### src/rtl/kbd_emul_pkg.sv
package kbd_emul_pkg;

  localparam int REG_W = 32;

  // field positions of the control word
  localparam int B_EN    = 0;
  localparam int B_EINT  = 1;
  localparam int B_CPEND = 2;
  localparam int B_IRQEN = 3;
  localparam int B_XEN   = 4;
  localparam int B_SEQ   = 5;
  localparam int B_ACT1  = 6;
  localparam int B_ACT12 = 7;
  localparam int B_A20   = 8;
  localparam int N_FIELD = 9;

  typedef struct packed {
    logic a20;
    logic act12;
    logic act1;
    logic seq;
    logic xen;
    logic irqen;
    logic cpend;
    logic en;
  } ctrl_t;

  // legacy request steering: {irq12, irq1}
  function automatic logic [1:0] route_irq(input logic en, input logic irqen,
                                           input logic obf, input logic aux);
    logic fire;
    fire = en & irqen & obf;
    return {fire & aux, fire & ~aux};
  endfunction

  // combined emulation interrupt
  function automatic logic emul_cond(input logic en, input logic cpend,
                                     input logic obf, input logic trap,
                                     input logic xen, input logic act1,
                                     input logic act12);
    return (en & cpend & ~obf) | (en & trap) | (xen & (act1 | act12));
  endfunction

  function automatic logic [REG_W-1:0] pack_word(input ctrl_t c, input logic eint);
    logic [REG_W-1:0] w;
    w = '0;
    w[B_EN]    = c.en;
    w[B_EINT]  = eint;
    w[B_CPEND] = c.cpend;
    w[B_IRQEN] = c.irqen;
    w[B_XEN]   = c.xen;
    w[B_SEQ]   = c.seq;
    w[B_ACT1]  = c.act1;
    w[B_ACT12] = c.act12;
    w[B_A20]   = c.a20;
    return w;
  endfunction

endpackage

### src/rtl/kbd_emul_edge_sync.sv
module kbd_emul_edge_sync #(
  parameter int N_LINES     = 2,
  parameter int SYNC_STAGES = 2
) (
  input  logic               clk,
  input  logic               rst_n,
  input  logic [N_LINES-1:0] line_i,
  output logic [N_LINES-1:0] rise_o
);

  localparam int CHAIN = SYNC_STAGES + 1;

  for (genvar g = 0; g < N_LINES; g++) begin : g_line
    logic [CHAIN-1:0] chain_q;
    always_ff @(posedge clk or negedge rst_n) begin
      if (!rst_n) chain_q <= '0;
      else        chain_q <= {chain_q[CHAIN-2:0], line_i[g]};
    end
    assign rise_o[g] = chain_q[SYNC_STAGES-1] & ~chain_q[SYNC_STAGES];
  end

endmodule

### src/rtl/kbd_emul_port_decode.sv
module kbd_emul_port_decode #(
  parameter int             IO_ADDR_W = 16,
  parameter logic [15:0]    DATA_PORT = 16'h0060,
  parameter logic [15:0]    CMD_PORT  = 16'h0064,
  parameter logic [7:0]     A20_CMD   = 8'hD1
) (
  input  logic                 emu_en,
  input  logic                 io_wr,
  input  logic [IO_ADDR_W-1:0] io_addr,
  input  logic [7:0]           io_wdata,
  input  logic                 seq_q,
  input  logic                 a20_q,
  output logic                 seq_set,
  output logic                 seq_clr,
  output logic                 trap_ev
);

  logic cmd_hit, data_hit;

  always_comb begin
    cmd_hit  = emu_en & io_wr & (io_addr == IO_ADDR_W'(CMD_PORT));
    data_hit = emu_en & io_wr & (io_addr == IO_ADDR_W'(DATA_PORT)) & seq_q;
    seq_set  = cmd_hit & (io_wdata == A20_CMD);
    seq_clr  = (cmd_hit & (io_wdata != A20_CMD)) | data_hit;
    trap_ev  = data_hit & (io_wdata[1] != a20_q);
  end

endmodule

### src/rtl/kbd_emul_irq_gen.sv
module kbd_emul_irq_gen
  import kbd_emul_pkg::*;
(
  input  ctrl_t ctrl,
  input  logic  trap_q,
  input  logic  out_full,
  input  logic  aux_out_full,
  output logic  irq1_o,
  output logic  irq12_o,
  output logic  emul_irq_o
);

  logic [1:0] steer;

  always_comb begin
    steer      = route_irq(ctrl.en, ctrl.irqen, out_full, aux_out_full);
    irq1_o     = steer[0];
    irq12_o    = steer[1];
    emul_irq_o = emul_cond(ctrl.en, ctrl.cpend, out_full, trap_q,
                           ctrl.xen, ctrl.act1, ctrl.act12);
  end

endmodule

### src/rtl/kbd_emul_ctrl.sv
module kbd_emul_ctrl
  import kbd_emul_pkg::*;
#(
  parameter int          ADDR_W      = 12,
  parameter logic [11:0] REG_OFFSET  = 12'h100,
  parameter int          IO_ADDR_W   = 16,
  parameter logic [15:0] DATA_PORT   = 16'h0060,
  parameter logic [15:0] CMD_PORT    = 16'h0064,
  parameter logic [7:0]  A20_CMD     = 8'hD1,
  parameter int          SYNC_STAGES = 2
) (
  input  logic                 clk,
  input  logic                 rst_n,
  input  logic                 reg_wr,
  input  logic [ADDR_W-1:0]    reg_addr,
  input  logic [REG_W-1:0]     reg_wdata,
  output logic [REG_W-1:0]     reg_rdata,
  input  logic                 io_wr,
  input  logic [IO_ADDR_W-1:0] io_addr,
  input  logic [7:0]           io_wdata,
  input  logic                 out_full,
  input  logic                 aux_out_full,
  input  logic                 ext_irq1,
  input  logic                 ext_irq12,
  output logic                 irq1_o,
  output logic                 irq12_o,
  output logic                 emul_irq_o
);

  ctrl_t      ctrl_q;
  logic       trap_q;
  logic       reg_hit, reg_we;
  logic [1:0] ext_rise;
  logic       seq_set, seq_clr, trap_ev;

  assign reg_hit = (reg_addr == ADDR_W'(REG_OFFSET));
  assign reg_we  = reg_wr & reg_hit;

  kbd_emul_edge_sync #(.N_LINES(2), .SYNC_STAGES(SYNC_STAGES)) u_sync (
    .clk    (clk),
    .rst_n  (rst_n),
    .line_i ({ext_irq12, ext_irq1}),
    .rise_o (ext_rise)
  );

  kbd_emul_port_decode #(
    .IO_ADDR_W(IO_ADDR_W), .DATA_PORT(DATA_PORT),
    .CMD_PORT(CMD_PORT), .A20_CMD(A20_CMD)
  ) u_dec (
    .emu_en   (ctrl_q.en),
    .io_wr    (io_wr),
    .io_addr  (io_addr),
    .io_wdata (io_wdata),
    .seq_q    (ctrl_q.seq),
    .a20_q    (ctrl_q.a20),
    .seq_set  (seq_set),
    .seq_clr  (seq_clr),
    .trap_ev  (trap_ev)
  );

  always_ff @(posedge clk or negedge rst_n) begin
    if (!rst_n) begin
      ctrl_q <= '0;
      trap_q <= 1'b0;
    end else begin
      trap_q <= trap_ev;
      if (reg_we) begin
        ctrl_q.en    <= reg_wdata[B_EN];
        ctrl_q.cpend <= reg_wdata[B_CPEND];
        ctrl_q.irqen <= reg_wdata[B_IRQEN];
        ctrl_q.xen   <= reg_wdata[B_XEN];
        ctrl_q.a20   <= reg_wdata[B_A20];
      end
      // port events outrank software on the sequence flag
      if (seq_set)      ctrl_q.seq <= 1'b1;
      else if (seq_clr) ctrl_q.seq <= 1'b0;
      else if (reg_we)  ctrl_q.seq <= reg_wdata[B_SEQ];
      // a detected edge outranks a clearing write
      if (ext_rise[0])                       ctrl_q.act1 <= 1'b1;
      else if (reg_we && reg_wdata[B_ACT1])  ctrl_q.act1 <= 1'b0;
      if (ext_rise[1])                       ctrl_q.act12 <= 1'b1;
      else if (reg_we && reg_wdata[B_ACT12]) ctrl_q.act12 <= 1'b0;
    end
  end

  kbd_emul_irq_gen u_irq (
    .ctrl         (ctrl_q),
    .trap_q       (trap_q),
    .out_full     (out_full),
    .aux_out_full (aux_out_full),
    .irq1_o       (irq1_o),
    .irq12_o      (irq12_o),
    .emul_irq_o   (emul_irq_o)
  );

  assign reg_rdata = reg_hit ? pack_word(ctrl_q, emul_irq_o) : '0;

endmodule

### config.mk
export PLATFORM = sky130hd
export DESIGN_NAME = kbd_emul_ctrl
export DESIGN_NICKNAME = d
export VERILOG_FILES = /design/src/rtl/kbd_emul_pkg.sv /design/src/rtl/kbd_emul_edge_sync.sv /design/src/rtl/kbd_emul_port_decode.sv /design/src/rtl/kbd_emul_irq_gen.sv /design/src/rtl/kbd_emul_ctrl.sv
export SDC_FILE = /design/constraint.sdc
export NUM_CORES = 1
export LEC_CHECK = 0
export BUFFER_PORTS_ARGS = -buffer_cell sky130_fd_sc_hd__buf_2
export CAP_MARGIN = 20
export CORE_ASPECT_RATIO = 1.25
export CORE_MARGIN = 2
export CORE_UTILIZATION = 30
export CTS_BUF_LIST = sky130_fd_sc_hd__clkbuf_4 sky130_fd_sc_hd__clkbuf_8
export CTS_CLUSTER_DIAMETER = 80
export CTS_CLUSTER_SIZE = 40
export DETAILED_ROUTE_END_ITERATION = 6
export PLACE_DENSITY = 0.69
export RECOVER_POWER = 50
export SETUP_SLACK_MARGIN = 0.3
export SLEW_MARGIN = 20
export SYNTH_ARGS = -nofsm -noshare
export SYNTH_HDL_FRONTEND = slang
export SYNTH_HIERARCHICAL = 1
export SYNTH_SLANG_ARGS = --single-unit
### constraint.sdc
create_clock -name clk -period 1.45 [get_ports clk]
set_input_delay 0.2175 -clock clk [delete_from_list [all_inputs] [get_ports clk]]
set_output_delay 0.2175 -clock clk [all_outputs]
set_load 0.01 [all_outputs]
# --- Yosys cells after proc, flatten, opt, wreduce, memory -nomap -nowiden ---
# Cells that the tools add are included.
classes:
  reduce_logical: 5
  n_mux: 8
  n_bitwise: 26
  n_eq_ne: 6
  add_sub_neg: 0
  shift: 0
  n_lt_le_gt_ge: 0
  multipliers: 0
  n_div: 0
op_table:
  columns: ["operator", "count"]
  rows:
  - ["16-bit by 7-bit == test with 1-bit output, second input constant", 2]
  - ["1-bit bitwise AND", 18]
  - ["12-bit by 9-bit == test with 1-bit output, second input constant", 1]
  - ["9-bit 2-to-1 mux", 1]
  - ["8-bit == test, second input constant", 1]
  - ["8-bit != test, second input constant", 1]
  - ["1-bit 2-to-1 mux", 7]
  - ["1-bit inverter", 4]
  - ["1-bit OR", 4]
  - ["2-bit nonzero test", 2]
  - ["3-bit nonzero test", 1]
  - ["1-bit logical AND", 2]
  - ["1-bit != test", 1]
word_totals:
  inputBits: 76
  mem_bits_ro: 0
  ram_bits: 0
  latchBits: 0
  output_inout_bits: 35
  word_cells: 56
  memories: 0
  register_bits: 15

# --- Depth between registers and ports, before layout ---
depth:
  ltp_word: 6
  depth_mapped: 5
  ltp_nobuf: 4

# --- Hierarchy ---
# Netlist, hierarchy kept.
by_module_without_submodules:
  columns: ["module", "area_each_um2", "cells_per_inst", "n_inst"]
  rows:
  - ["kbd_emul_ctrl", 654.4, 59, 1]
  - ["kbd_emul_edge_sync", 177.7, 8, 1]
  - ["kbd_emul_port_decode", 122.6, 15, 1]
  - ["kbd_emul_irq_gen", 36.3, 8, 1]

# --- Least setup slack after synthesis ---
# OpenSTA, ideal clock, no wires.
synth_timing:
  kind: "input port to output port"
  from: "input reg_addr[11]"
  to: "output reg_rdata[0]"
  arrival_ns: 0.991
  stages: 4
  t_required_ns: 1.233
  setup_slack_ns: 0.241
  cell_sequence: "nor4b_4 and3_1 buf_4 and2_1"
synth_via:
  elab_chain_cells: 2
synth_rtl:
  columns: ["element", "line", "text"]
  rows:
  - ["start: declaration", "kbd_emul_ctrl.sv:15", "input logic [ADDR_W-1:0] reg_addr,"]
  - ["12-bit by 9-bit == test with 1-bit output", "kbd_emul_ctrl.sv:36", "assign reg_hit = (reg_addr == ADDR_W'(REG_OFFSET));"]
  - ["9-bit 2-to-1 mux", "kbd_emul_ctrl.sv:96", "assign reg_rdata = reg_hit ? pack_word(ctrl_q, emul_irq_o) : '0;"]
  - ["end: declaration", "kbd_emul_ctrl.sv:17", "output logic [REG_W-1:0] reg_rdata,"]
# Every way passes these cells.

# --- Worst setup path after layout ---
layout_timing:
  from: "input reg_addr[6]"
  to: "output reg_rdata[5]"
# The elaborated chain is that of the path after synthesis.

==> impl_metrics.sql <==
INSERT INTO impl_metrics (metric_group, metric, value, unit) VALUES
('outcome', 'outcome', 'finished clean', ''),
('clocking', 'cts_num_sinks', '15', ''),
('worst_setup_path', 'max_stage_delay', '0.28', 'ns'),
('worst_setup_path', 'cp_num_buf_inv', '3', ''),
('clocking', 'tritoncts.num_buffers', '3', ''),
('logic_synthesis', 'synth_cell_types', '31', ''),
('global_route', 'grt_max_degree', '16', ''),
('hold_path', 'holdCritStartpoint', 'ext_irq1', ''),
('die', 'fp-row-count', '23', ''),
('routing', 'drtIter0Drc', '4', ''),
('logic_synthesis', 'synth_sequential_area_ratio', '0.379', ''),
('cells_and_area', 'post-route-util', '0.506', ''),
('routing', 'drt-wirelength-per-cell', '11.3', 'um'),
('timing', 'fmaxAchievable', '691', 'MHz'),
('place', 'port_buffers', '63', ''),
('cells_and_area', 'area_growth_synth_to_finish', '63.0', '%'),
('logic_synthesis', 'syn-mean-instance-area', '11.0', 'um^2'),
('logic_synthesis', 'number_of_flops_mapped_to_enable_cells_by_yosys', '0', ''),
('worst_setup_path', 'worstPathCellList', 'buf_2 -> nor4_4 -> and3_4 -> buf_12 -> and2_4 -> buf_6', ''),
('die', 'die_width', '55.4', 'um'),
('pwr', 'p_leak', '0.838', 'nW'),
('timing', 'min_period_over_period', '0.998', ''),
('clocking', 'clk_latency', '0.24', 'ns'),
('worst_setup_path', 'crit_slowest_cell', 'sky130_fd_sc_hd__nor4_4', ''),
('worst_setup_path', 'timing.setup.critical_path_class', 'in -> out', ''),
('die', 'design.die.area', '3780', 'um^2'),
('worst_setup_path', 'cp-end-kind', 'output pin', ''),
('cells_and_area', 'layout.filler_cells', '280', ''),
('logic_synthesis', 'synth-main-ff-cell', 'sky130_fd_sc_hd__dfrtp_1', ''),
('global_route', 'global_route_congestion_overflow_total', '0', ''),
('clocking', 'clock_tree.htree_level_count', '1', ''),
('logic_synthesis', 'yosys_reg_bits', '15', ''),
('die', 'fp.dieH', '68.3', 'um'),
('worst_setup_path', 'slack_of_the_worst_reg_to_reg_path', '0.25', 'ns'),
('routing', 'firstDrtPassIters', '3', ''),
('global_route', 'via_count_of_the_first_global_routing_pass', '796', ''),
('pwr', 'power_density', '576', 'nW/um^2'),
('worst_setup_path', 'worst_r2r_endpoint', 'ctrl_q[4]', ''),
('die', 'standard_cell_core_area', '3190', 'um^2'),
('worst_setup_path', 'reg2regPathDepth', '5', ''),
('worst_setup_path', 'cp_required', '1.23', 'ns'),
('routing', 'route.antenna.remaining_nets', '0', ''),
('worst_setup_path', 'critPathTopFamily', 'simple AND/OR/NAND/NOR gates', ''),
('timing', 'report.final.hold_viol_count', '0', ''),
('logic_synthesis', 'post_synth_instance_area', '991', 'um^2'),
('hold_path', 'worst_hold_path.num_cells', '1', ''),
('timing', 'timing.setup.tns', '0', 'ns'),
('global_route', 'antenna_violations_before_repair', '0', ''),
('timing', 'worst_pin_slew', '0.779', 'ns'),
('die', 'io_pins', '111', ''),
('worst_setup_path', 'r2r-start', 'ctrl_q[0]', ''),
('job', 'max-cap-violations', '0', ''),
('logic_synthesis', 'yosys_warnings', '6', ''),
('timing', 'timing.clock.skew', '0.000254', 'ns'),
('timing', 'setup_viol_count_final', '0', ''),
('timing', 'slew-limit-headroom', '0.480', ''),
('die', 'initial_core_util', '0.310', ''),
('place', 'finalWeightedCongestion', '0.626', ''),
('global_route', 'grt_util_all_layers', '0.113', ''),
('worst_setup_path', 'crit_path_start_kind', 'primary input', ''),
('pwr', 'worst_ir_drop_vdd', '472', 'uV'),
('place', 'dpl.hpwl', '1760', 'um'),
('cells_and_area', 'finalNetCount', '243', ''),
('hold_path', 'hp-class', 'in -> reg', ''),
('worst_setup_path', 'timing.critical_path.arrival', '1.23', 'ns'),
('cells_and_area', 'post_route_cells_drive_above_1_share', '0.651', ''),
('cells_and_area', 'n_antenna_cell', '0', ''),
('worst_setup_path', 'crit_path_max_fanout', '6', ''),
('timing', 'rsz_0062_raised_after_global_routing', 'yes', ''),
('logic_synthesis', 'synth-async-reset-ratio', '1.00', ''),
('clocking', 'clk_root_buffer_cell', 'sky130_fd_sc_hd__clkbuf_8', ''),
('timing', 'timing_max_transition_violations_final', '0', ''),
('clocking', 'cts_tree', 'done', ''),
('routing', 'postRouteWirelength', '2300', 'um'),
('clocking', 'clk_pin_slew', '0.05', 'ns'),
('clocking', 'cts_buffer_depth', '2', ''),
('global_route', 'grt_pass1_wl', '3370', 'um'),
('hold_path', 'worst_hold_path.endpoint', 'u_sync/g_line[0].chain_q[0]', ''),
('routing', 'remaining_drc_errors', '0', ''),
('timing', 'final_period_minus_worst_setup_slack', '1.45', 'ns'),
('logic_synthesis', 'netlist_instances', '90', ''),
('routing', 'detailroute.via_count', '880', ''),
('routing', 'vias_per_cell', '4.33', '');
state kept, by name, indices dropped and copies added, names as in the netlist:
signal                 cells
trap_q                     1
u_sync/g_line.chain_q      6
ctrl_q                     8
stage by stage:
| step | cell area, um^2 | cells | worst slack [ns] | hold slack, ns | total power (W) |
|---|---|---|---|---|---|
| 2_1_floorplan | 1100 | 112 | 0.251 | -0.0781 | 0.000533 |
| 3_3_place_gp | 1310 | 190 | -0.0604 | 0.133 | 0.000576 |
| 3_5_place_dp | 1310 | 190 | -0.0898 | 0.132 | 0.000580 |
| 4_1_cts | 1560 | 202 | -0.0162 | 0.0720 | 0.000941 |
| 5_1_grt | 1620 | 203 | -0.0620 | 0.0706 | 0.000987 |
| 6_report | 1620 | 203 | 0.00311 | 0.0809 | 0.000930 |
Yosys cell counts, types with 2 or more instances:
library cell | count | area [um^2]
sky130_fd_sc_hd__nor2_1 | 3 | 11.3
sky130_fd_sc_hd__dfrtp_1 | 15 | 375
sky130_fd_sc_hd__nand2_1 | 2 | 7.51
sky130_fd_sc_hd__and2_1 | 9 | 56.3
sky130_fd_sc_hd__nor2b_4 | 2 | 27.5
sky130_fd_sc_hd__nand4b_1 | 2 | 17.5
sky130_fd_sc_hd__buf_4 | 24 | 180
sky130_fd_sc_hd__nor4_4 | 2 | 42.5
sky130_fd_sc_hd__nand3b_1 | 2 | 15.0
sky130_fd_sc_hd__mux2_1 | 3 | 33.8
sky130_fd_sc_hd__a21o_1 | 2 | 15.0
sky130_fd_sc_hd__nand3_1 | 2 | 10.0
sky130_fd_sc_hd__nor4_1 | 2 | 12.5
sky130_fd_sc_hd__nor4b_2 | 2 | 30.0
sky130_fd_sc_hd__mux2_2 | 2 | 22.5
worst max-delay path by stage:
stage	startpoint	to	slack, ns	cells after the start
finish	reg_addr[6]	reg_rdata[5]	0.003	6
global route	reg_addr[10]	reg_rdata[0]	-0.06	6
CTS	reg_addr[3]	reg_rdata[5]	-0.02	6
detailed placement	reg_addr[11]	ctrl_q[2]	-0.09	5
global placement	reg_addr[4]	reg_rdata[1]	-0.06	6
floorplan	reg_addr[11]	reg_rdata[0]	0.25	4
cell usage in the layout, fill, tap and decap left out, types with 2 or more instances in the layout:
master	instances
sky130_fd_sc_hd__buf_4	5
sky130_fd_sc_hd__nand4b_1	2
sky130_fd_sc_hd__a21o_1	2
sky130_fd_sc_hd__buf_2	48
sky130_fd_sc_hd__nand3b_1	2
sky130_fd_sc_hd__nor4_2	2
sky130_fd_sc_hd__dfrtp_1	15
sky130_fd_sc_hd__and2_4	9
sky130_fd_sc_hd__buf_6	17
sky130_fd_sc_hd__clkbuf_8	3
sky130_fd_sc_hd__nor2_1	3
sky130_fd_sc_hd__conb_1	23
sky130_fd_sc_hd__mux2_4	5
sky130_fd_sc_hd__nand3_2	3
sky130_fd_sc_hd__nor4_4	2
sky130_fd_sc_hd__nor2b_4	3
sky130_fd_sc_hd__nor4b_2	2
routing by layer:
| layer | routed length [um] | GRT usage | vias up |
|---|---|---|---|
| met2 | 1270 | 0.216 | 58 |
| met4 | 0 | 0.0366 | 0 |
| met3 | 192 | 0.0208 | 0 |
| li1 | - | - | 416 |
| met1 | 836 | 0.127 | 406 |
| met5 | 0 | 0 | - |
where the power goes:
group          total [W]  switching [W]  internal, W
clock           0.000341       0.000128     0.000213
combinational   0.000156      0.0000784    0.0000775
sequential      0.000433     0.00000508     0.000428
total           0.000930       0.000212     0.000718
kinds of logic after synthesis:
kind of cell    count (synthesis)  synth area share
compound gates                  5            0.0328
simple gates                   37             0.323
xor+xnor                        1           0.00884
flops                          15             0.379
mux                             6            0.0669
buf+inv                        25             0.186
other cells                     1           0.00378
layout make-up:
cell class	count	area (um^2)	area share
multi-input combinational	72	611	0.378
inverter	1	3.75	0.00232
timing repair buffer	74	531	0.328
sequential	15	375	0.232
tap	37	46.3	0.0287
clock buffer	4	48.8	0.0302
repair_timing:
action / 4_1_cts / 5_1_grt
pin swaps: 9 / 11
cloned: 1 / 0
endpoints found under the setup margin: 19 / 21
buffers inserted: 6 / 1
hold endpoints to repair: 15 / 0
gates resized for setup: 21 / 12
hold buffers: 1 / 0
Note: power is estimated with default switching activity, not from simulation.
